[src/rtl/seqcnt_pkg.sv]
package seqcnt_pkg;

    localparam int CNT_W   = 3;
    localparam int SEQ_LEN = 1 << CNT_W;

    typedef logic [CNT_W-1:0] cnt_t;

    typedef struct packed {
        cnt_t toggle;
        logic advance;
    } step_ctl_t;

    // Successor of each state in the single-bit-change loop.
    function automatic cnt_t succ(input cnt_t s);
        cnt_t n;
        case (s)
            3'd0:    n = 3'd4;
            3'd4:    n = 3'd5;
            3'd5:    n = 3'd7;
            3'd7:    n = 3'd6;
            3'd6:    n = 3'd2;
            3'd2:    n = 3'd3;
            3'd3:    n = 3'd1;
            default: n = 3'd0;
        endcase
        return n;
    endfunction

    // Toggle inputs that take s to its successor.
    function automatic cnt_t toggle_mask(input cnt_t s);
        return s ^ succ(s);
    endfunction

endpackage

[src/rtl/seqcnt_tcell.sv]
module seqcnt_tcell #(
    parameter logic RST_VAL = 1'b0
) (
    input  logic clk,
    input  logic rst,
    input  logic t,
    output logic q
);
    logic q_r;

    always_ff @(posedge clk) begin
        if (rst)
            q_r <= RST_VAL;
        else if (t)
            q_r <= ~q_r;
    end

    assign q = q_r;
endmodule

[src/rtl/seqcnt_decode.sv]
module seqcnt_decode
    import seqcnt_pkg::*;
(
    input  cnt_t      cur,
    input  logic      en,
    output step_ctl_t ctl
);
    always_comb begin
        ctl.advance = en;
        ctl.toggle  = en ? toggle_mask(cur) : '0;
    end
endmodule

[src/rtl/seqcnt_tff.sv]
module seqcnt_tff
    import seqcnt_pkg::*;
(
    input  logic             clk,
    input  logic             rst,
    input  logic             en,
    output logic [CNT_W-1:0] state
);
    cnt_t      cur_q;
    step_ctl_t ctl;

    seqcnt_decode u_dec (
        .cur (cur_q),
        .en  (en),
        .ctl (ctl)
    );

    for (genvar b = 0; b < CNT_W; b++) begin : g_bit
        seqcnt_tcell #(.RST_VAL(1'b0)) u_cell (
            .clk (clk),
            .rst (rst),
            .t   (ctl.toggle[b]),
            .q   (cur_q[b])
        );
    end

    assign state = cur_q;
endmodule

[config.mk]
export PLATFORM = sky130hd
export DESIGN_NAME = seqcnt_tff
export DESIGN_NICKNAME = d
export VERILOG_FILES = /design/src/rtl/seqcnt_pkg.sv /design/src/rtl/seqcnt_tcell.sv /design/src/rtl/seqcnt_decode.sv /design/src/rtl/seqcnt_tff.sv
export SDC_FILE = /design/constraint.sdc
export NUM_CORES = 1
export LEC_CHECK = 0
export CAP_MARGIN = 20
export CORE_AREA = 3 3 40 42
export DETAILED_ROUTE_END_ITERATION = 7
export DIE_AREA = 0 0 43 45
export DONT_BUFFER_PORTS = 1
export SLEW_MARGIN = 5
export SYNTH_ARGS = -nofsm -noshare
export SYNTH_HDL_FRONTEND = slang
export SYNTH_SLANG_ARGS = --single-unit
[constraint.sdc]
create_clock -name clk -period 1.5 [get_ports clk]
set_input_delay 0.15 -clock clk [delete_from_list [all_inputs] [get_ports clk]]
set_output_delay 0.15 -clock clk [all_outputs]
set_load 0.005 [all_outputs]
Word level (Yosys, flattened, before mapping)

Cells that the tools add are included.

Output and inout port bits: 3
Input bits: 3
Register bits after elaboration: 3

Bitwise gates (word level): 4
Reduce and logical (&&, ||, !) cells: 1
Equality and inequality tests: 6
Muxes and demuxes: 2

Operators by type and width:

| kind                                          | count |
|---|---|
| case mux 3 bit (7 select lines)               | 1 |
| == test 3 bit, second input constant          | 4 |
| == test 3 x 2 -> 1 bit, second input constant | 2 |
| logical NOT 3 bit                             | 1 |
| two-way mux 3 bit                             | 1 |
| inverter 1 bit                                | 3 |
| bitwise XOR 3 bit                             | 1 |

Depth between registers and ports, before layout

Gate-level depths: netlist of run 1.

Depth in word-level cells: 4
Gate-level depth with buffers: 3
Depth with buffers taken out: 3

Modules after synthesis

A second synthesis of run 1 with hierarchy kept.

Cell total of the unflattened synthesis: 16
Area total of the unflattened synthesis: 146.4 um^2

Modules (own cells, without submodules):

| module        | times used | sequential area each (um^2) | area each (um^2) | cells each |
|---|---|---|---|---|
| seqcnt_tcell  | 3          | 20.0                        | 32.5             | 3 |
| seqcnt_decode | 1          | 0.0                         | 48.8             | 7 |

Worst setup path after synthesis of run 1

OpenSTA, ideal clock, no wires.

Kind: register to register
Start: register g_bit[0].u_cell.q_r
End: register g_bit[2].u_cell.q_r
Library setup time: 70 ps
Data required time: 1,430 ps
Period minus slack after synthesis: 852 ps
Path buffers: 0
Arrival: 782 ps
Stages on the path, launching flop included: 3
Path slack: 648 ps
Cells stage by stage: dfxtp_1 or3_1 a21oi_1

Longest elaborated chain between the ends: 4
Elaborated cells on any way between the ends: 10
Classes of those cells: eq/ne: 6; mux: 2; bitwise: 1; reduce/logical: 1

RTL lines:

| what                                                 | RTL line            | text |
|---|---|---|
| start: declaration                                   | seqcnt_tcell.sv:9   | `logic q_r;` |
| start signal: assignment                             | seqcnt_tcell.sv:15  | `q_r <= ~q_r;` |
| == test 3 x 2 -> 1 bit, or another cell as far along | seqcnt_pkg.sv:16    | `case (s)` |
| case mux 3 bit (7 select lines) (*)                  | seqcnt_pkg.sv:16    |  |
| bitwise XOR 3 bit (*)                                | seqcnt_pkg.sv:31    | `return s ^ succ(s);` |
| two-way mux 3 bit (*)                                | seqcnt_decode.sv:10 | `ctl.toggle = en ? toggle_mask(cur) : '0;` |
| end signal: assignment                               | seqcnt_tcell.sv:15  |  |
| end: declaration                                     | seqcnt_tcell.sv:9   |  |

Mark *: on every way between the ends. The rest lies on a longest branch, timed or not.
A chain may end at the register's enable or synchronous reset.

Worst setup path after layout of run 1

Same ends and word-level chain as after synthesis.

==> impl_metrics.toml, run 1 <==
[clock_network]
htreeDepth = 1
clkTransAtPathRegs_ps = 40
cts.sinks = 3
clk_root_buffer_cell = "clkbuf_4"
tritoncts = "built"
cts_max_path_buffers = 2
clk_latency_ps = 230
cts_buffers = 3

[drt]
wl_per_cell_um = 8.06
drcViolationCount = 0
ant_nets = 0
dr_total_vias = 106
vias_per_cell = 3.12
routed_wl_um = 274
drt_iter0_drc = 3
dr.pass1.iters = 4

[worst_setup_path]
rr_worst_depth = 2
crit_chain = "or3_1 -> a21oi_1"
reg2reg_to = "g_bit[2].u_cell.q"
worstSetupPathType = "reg -> reg"
cp_data_arrival_time_ps = 1080
cp.required_ps = 1660
cp_top_family = "simple AND/OR/NAND/NOR gates"
crit_slowest_cell = "or3_1"
endpoint_kind = "register"
start_kind = "register"
crit_path_max_fanout = 6
rr_startpoint = "g_bit[0].u_cell.q"
r2r_slack_ps = 580
cp_slowest_stage_delay_ps = 380
critPathBufInv = 0

[timing]
slew_violations = 0
final.min_clock_period_ps = 920
period_share_pct = 61.4
max-slew-margin-rel_pct = 87.0
setup_tns_ps = 0
holdWs_ps = 18.4
fmax_ghz = 1.09
tightest_slew_ps = 194
finalSetupViolCount = 0
finalHoldViolations = 0
rsz0062_at_grt = "false"
finClkSkew_ps = 0.674

[floorplanning]
fp.dieW_um = 43
coreArea_um2 = 1280
num_io_pins = 6
placementRows = 13
die_h_um = 45
die_area_um2 = 1940
start_util_pct = 10.9

[power]
p_leak_nw = 0.0608
p_per_area_nw_per_um2 = 1410
vdd_drop_max_uv = 149
finalPower_mw = 0.243

[flow_run]
cap_violations = 0

[global_route]
gr-usage-all-layers_pct = 3.99
grt_max_degree = 7
grt.overflow.total = 0
grt_pass1_wl_um = 427
antenna_found_initial = 0
grt_pass1_vias = 126

[place]
place_area_um2 = 136
io_buffers = 0
gp_congestion = 0.626

[synthesis]
avgSynthCellArea_um2 = 8.24
postSynthCellCount = 17
yosysWarnings = 0
synth_area_um2 = 140
yosysSeqAreaShare_pct = 42.9
ys_ff_latch = 3
syn-num-nets = 20
synth_cell_types = 11

[min_path]
hold_path.class = "in -> reg"
hold-path-endpoint = "g_bit[0].u_cell.q"
hold_path_depth = 1
min_from = "en"

[cells_and_area]
final_util_pct = 13.4
fin_area_um2 = 173
layout-area-overhead-vs-synth_pct = 23.2
final_nets = 23
drive_above_1_share_pct = 21.1
diodes = 0
largest_register_ffs = 3

[outcome]
status = "complete, no violations"
-- what timing repair did --
item	CTS	global route
gates resized for setup	0	0
hold endpoints to repair	3	0
buffers inserted	0	0
hold buffers	1	0
-- metrics by stage --
stage | worst slack (ps) | cells
2_1_floorplan | 648 | 17
3_3_place_gp | 580 | 29
3_5_place_dp | 574 | 29
4_1_cts | 568 | 34
5_1_grt | 516 | 34
6_report | 580 | 34
-- report_power, final --
group	total (mW)	internal [mW]	leakage, nW	switching [mW]
clock	0.139	0.0996	0.0150	0.0396
sequential	0.0915	0.0850	0.0247	0.00645
combinational	0.0127	0.00763	0.0211	0.00506
total	0.243	0.192	0.0608	0.0511
-- cell families after synthesis --
kind of cell	share of synthesized area, %
and+or+nand+nor	16.1
buffers and inverters	18.7
xor gates and xnor gates	6.25
AOI/OAI and AO/OA	16.1
DFF	42.9
-- synth_stat cells --
| library cell | count | area [µm²] |
|---|---|---|
| a211oi_1 | 1 | 7.51 |
| a21oi_1 | 2 | 10.0 |
| buf_4 | 3 | 22.5 |
| dfxtp_1 | 3 | 60.1 |
| inv_2 | 1 | 3.75 |
| nand2_1 | 2 | 7.51 |
| nand3_1 | 1 | 5.00 |
| nor2_1 | 1 | 3.75 |
| o21ai_0 | 1 | 5.00 |
| or3_1 | 1 | 6.26 |
| xnor2_1 | 1 | 8.76 |
-- final cells by class --
class	count	area (µm²)
Fill cell	149	1110
Sequential cell	3	60.1
Multi-Input combinational cell	10	53.8
Clock buffer	4	26.3
Tap cell	15	18.8
Timing Repair Buffer	1	10.0
Inverter	1	3.75
-- cells in the final DEF (no fill, tap or decap), types with 2 or more instances in the layout --
cell type | synthesis | final
a21oi_1 | 2 | 2
clkbuf_4 | 0 | 3
dfxtp_1 | 3 | 3
nand2_1 | 2 | 2
-- routing by layer --
metal / part of all wire (%) / track usage, % / wire [µm]
met3: 19 / 3.59 / 52
met5: 0 / 0 / 0
met1: 34 / 2.88 / 92
met4: 0 / 7.23 / 0
met2: 47 / 4.49 / 129
-- worst max path at each step --
stage                              to               from  slack (ps)  depth (start not counted)
floorplan           g_bit[2].u_cell.q  g_bit[0].u_cell.q         650                          2
global placement    g_bit[2].u_cell.q  g_bit[0].u_cell.q         580                          2
detailed placement  g_bit[2].u_cell.q  g_bit[0].u_cell.q         570                          2
CTS                 g_bit[2].u_cell.q  g_bit[0].u_cell.q         570                          2
global route        g_bit[2].u_cell.q  g_bit[0].u_cell.q         520                          2
finish              g_bit[2].u_cell.q  g_bit[0].u_cell.q         580                          2
Power figures use the tool's default switching activity.
==> inputs of run 2 (changes only) <==
- clock period: 1.5 -> 0.9 ns (I/O delays scaled with it)
==> impl_metrics.toml, run 2 (synthesized netlist as in run 1, its figures left out) <==
[global_route]
antenna_found_initial = 0
grt_pass1_vias = 142
grt.overflow.total = 0
gr-usage-all-layers_pct = 4.49
grt_pass1_wl_um = 496
grt_max_degree = 6

[timing]
fmax_ghz = 1.14
final.min_clock_period_ps = 874
tightest_slew_ps = 196
setup_slack_ps = 26.2
finClkSkew_ps = 0.900
holdWs_ps = 26.3
finalHoldViolations = 0
slew_violations = 0
period_share_pct = 97.1
finalSetupViolCount = 0
max-slew-margin-rel_pct = 86.9

[flow_run]
cap_violations = 0

[drt]
dr.pass1.iters = 2
vias_per_cell = 3.27
dr_total_vias = 121
drcViolationCount = 0
ant_nets = 0
wl_per_cell_um = 8.92
drt_iter0_drc = 2
routed_wl_um = 330

[floorplanning]
placementRows = 13
coreArea_um2 = 1280
num_io_pins = 6
die_area_um2 = 1940
die_h_um = 45
fp.dieW_um = 43
start_util_pct = 10.9

[power]
p_per_area_nw_per_um2 = 2080
p_leak_nw = 0.0758
finalPower_mw = 0.421
vdd_drop_max_uv = 278

[clock_network]
clkTransAtPathRegs_ps = 40
cts_max_path_buffers = 2
tritoncts = "built"
cts_buffers = 3
htreeDepth = 1
cts.sinks = 3
clk_root_buffer_cell = "clkbuf_4"
clk_latency_ps = 230
post-cts-setup-buffer-count = 0

[cells_and_area]
final_nets = 26
final_util_pct = 15.8
fillers = 149
regArea_um2 = 61.3
multi_input_area_um2 = 57.6
layout-area-overhead-vs-synth_pct = 44.6
final_cell_mix = "clkbuf_4 (3), nand2_1 (2), dfxtp_1 (2), dlygate4sd3_1 (2), buf_4 (2)"
fin_area_um2 = 203
largest_register_ffs = 3
diodes = 0
layout_commonest_cell = "clkbuf_4"
drive_above_1_share_pct = 36.4

[worst_setup_path]
crit_path_max_fanout = 2
cp_data_arrival_time_ps = 1030
worstSetupPathType = "reg -> reg"
rr_worst_depth = 2
cp.required_ps = 1060
endpoint_kind = "register"
start_kind = "register"

[place]
place_area_um2 = 151
pre_cts_slack_ps = 44.9
gp_congestion = 0.771
hpwlAfterDp_um = 209
io_buffers = 0

[outcome]
status = "complete, no violations"

[min_path]
hold_path_depth = 2
hold_path.class = "in -> reg"
## run 2: final cells by class
class                      instances  share of cell area [%]
clock buffer                       4                    13.0
inverter                           1                    1.85
multi-input combinational         10                    28.4
sequential                         3                    30.2
tap                               15                    9.26
timing repair buffer               4                    17.3
## run 2: critical path, cell delays in order (launching register included)
cell and delay (ps):
dfxtp_1 300, or3_1 380, a21oi_2 120
## run 2: report_power, final
group          switching, mW  internal [mW]  leakage (nW)
Combinational         0.0177         0.0218        0.0359
Sequential           0.00711          0.143        0.0250
Clock                 0.0657          0.166        0.0150
Total                 0.0906          0.330        0.0758
## run 2: routing by layer
layer	track usage, %	wire (µm)
met5	0	0
met4	7.23	0
met3	3.98	44
met2	5.99	172
met1	2.88	113
## run 2: final timing paths
kind                      from                 to  slack [ps]
max          g_bit[0].u_cell.q  g_bit[2].u_cell.q          30
min                         en  g_bit[1].u_cell.q          30
max reg2reg  g_bit[0].u_cell.q  g_bit[2].u_cell.q          30
min reg2reg  g_bit[2].u_cell.q  g_bit[1].u_cell.q         520
## run 2: timing repair
action	CTS	global route
hold buffers	2	0
hold endpoints to repair	3	0
gates resized for setup	0	3
endpoints found under the setup margin	0	2
## run 2: stage by stage
step | cells | setup TNS, ps
floorplan | 17 | 0
detailed placement | 31 | 0
finish | 37 | 0
CTS | 37 | 0
global placement | 31 | 0
global route | 37 | -7.94
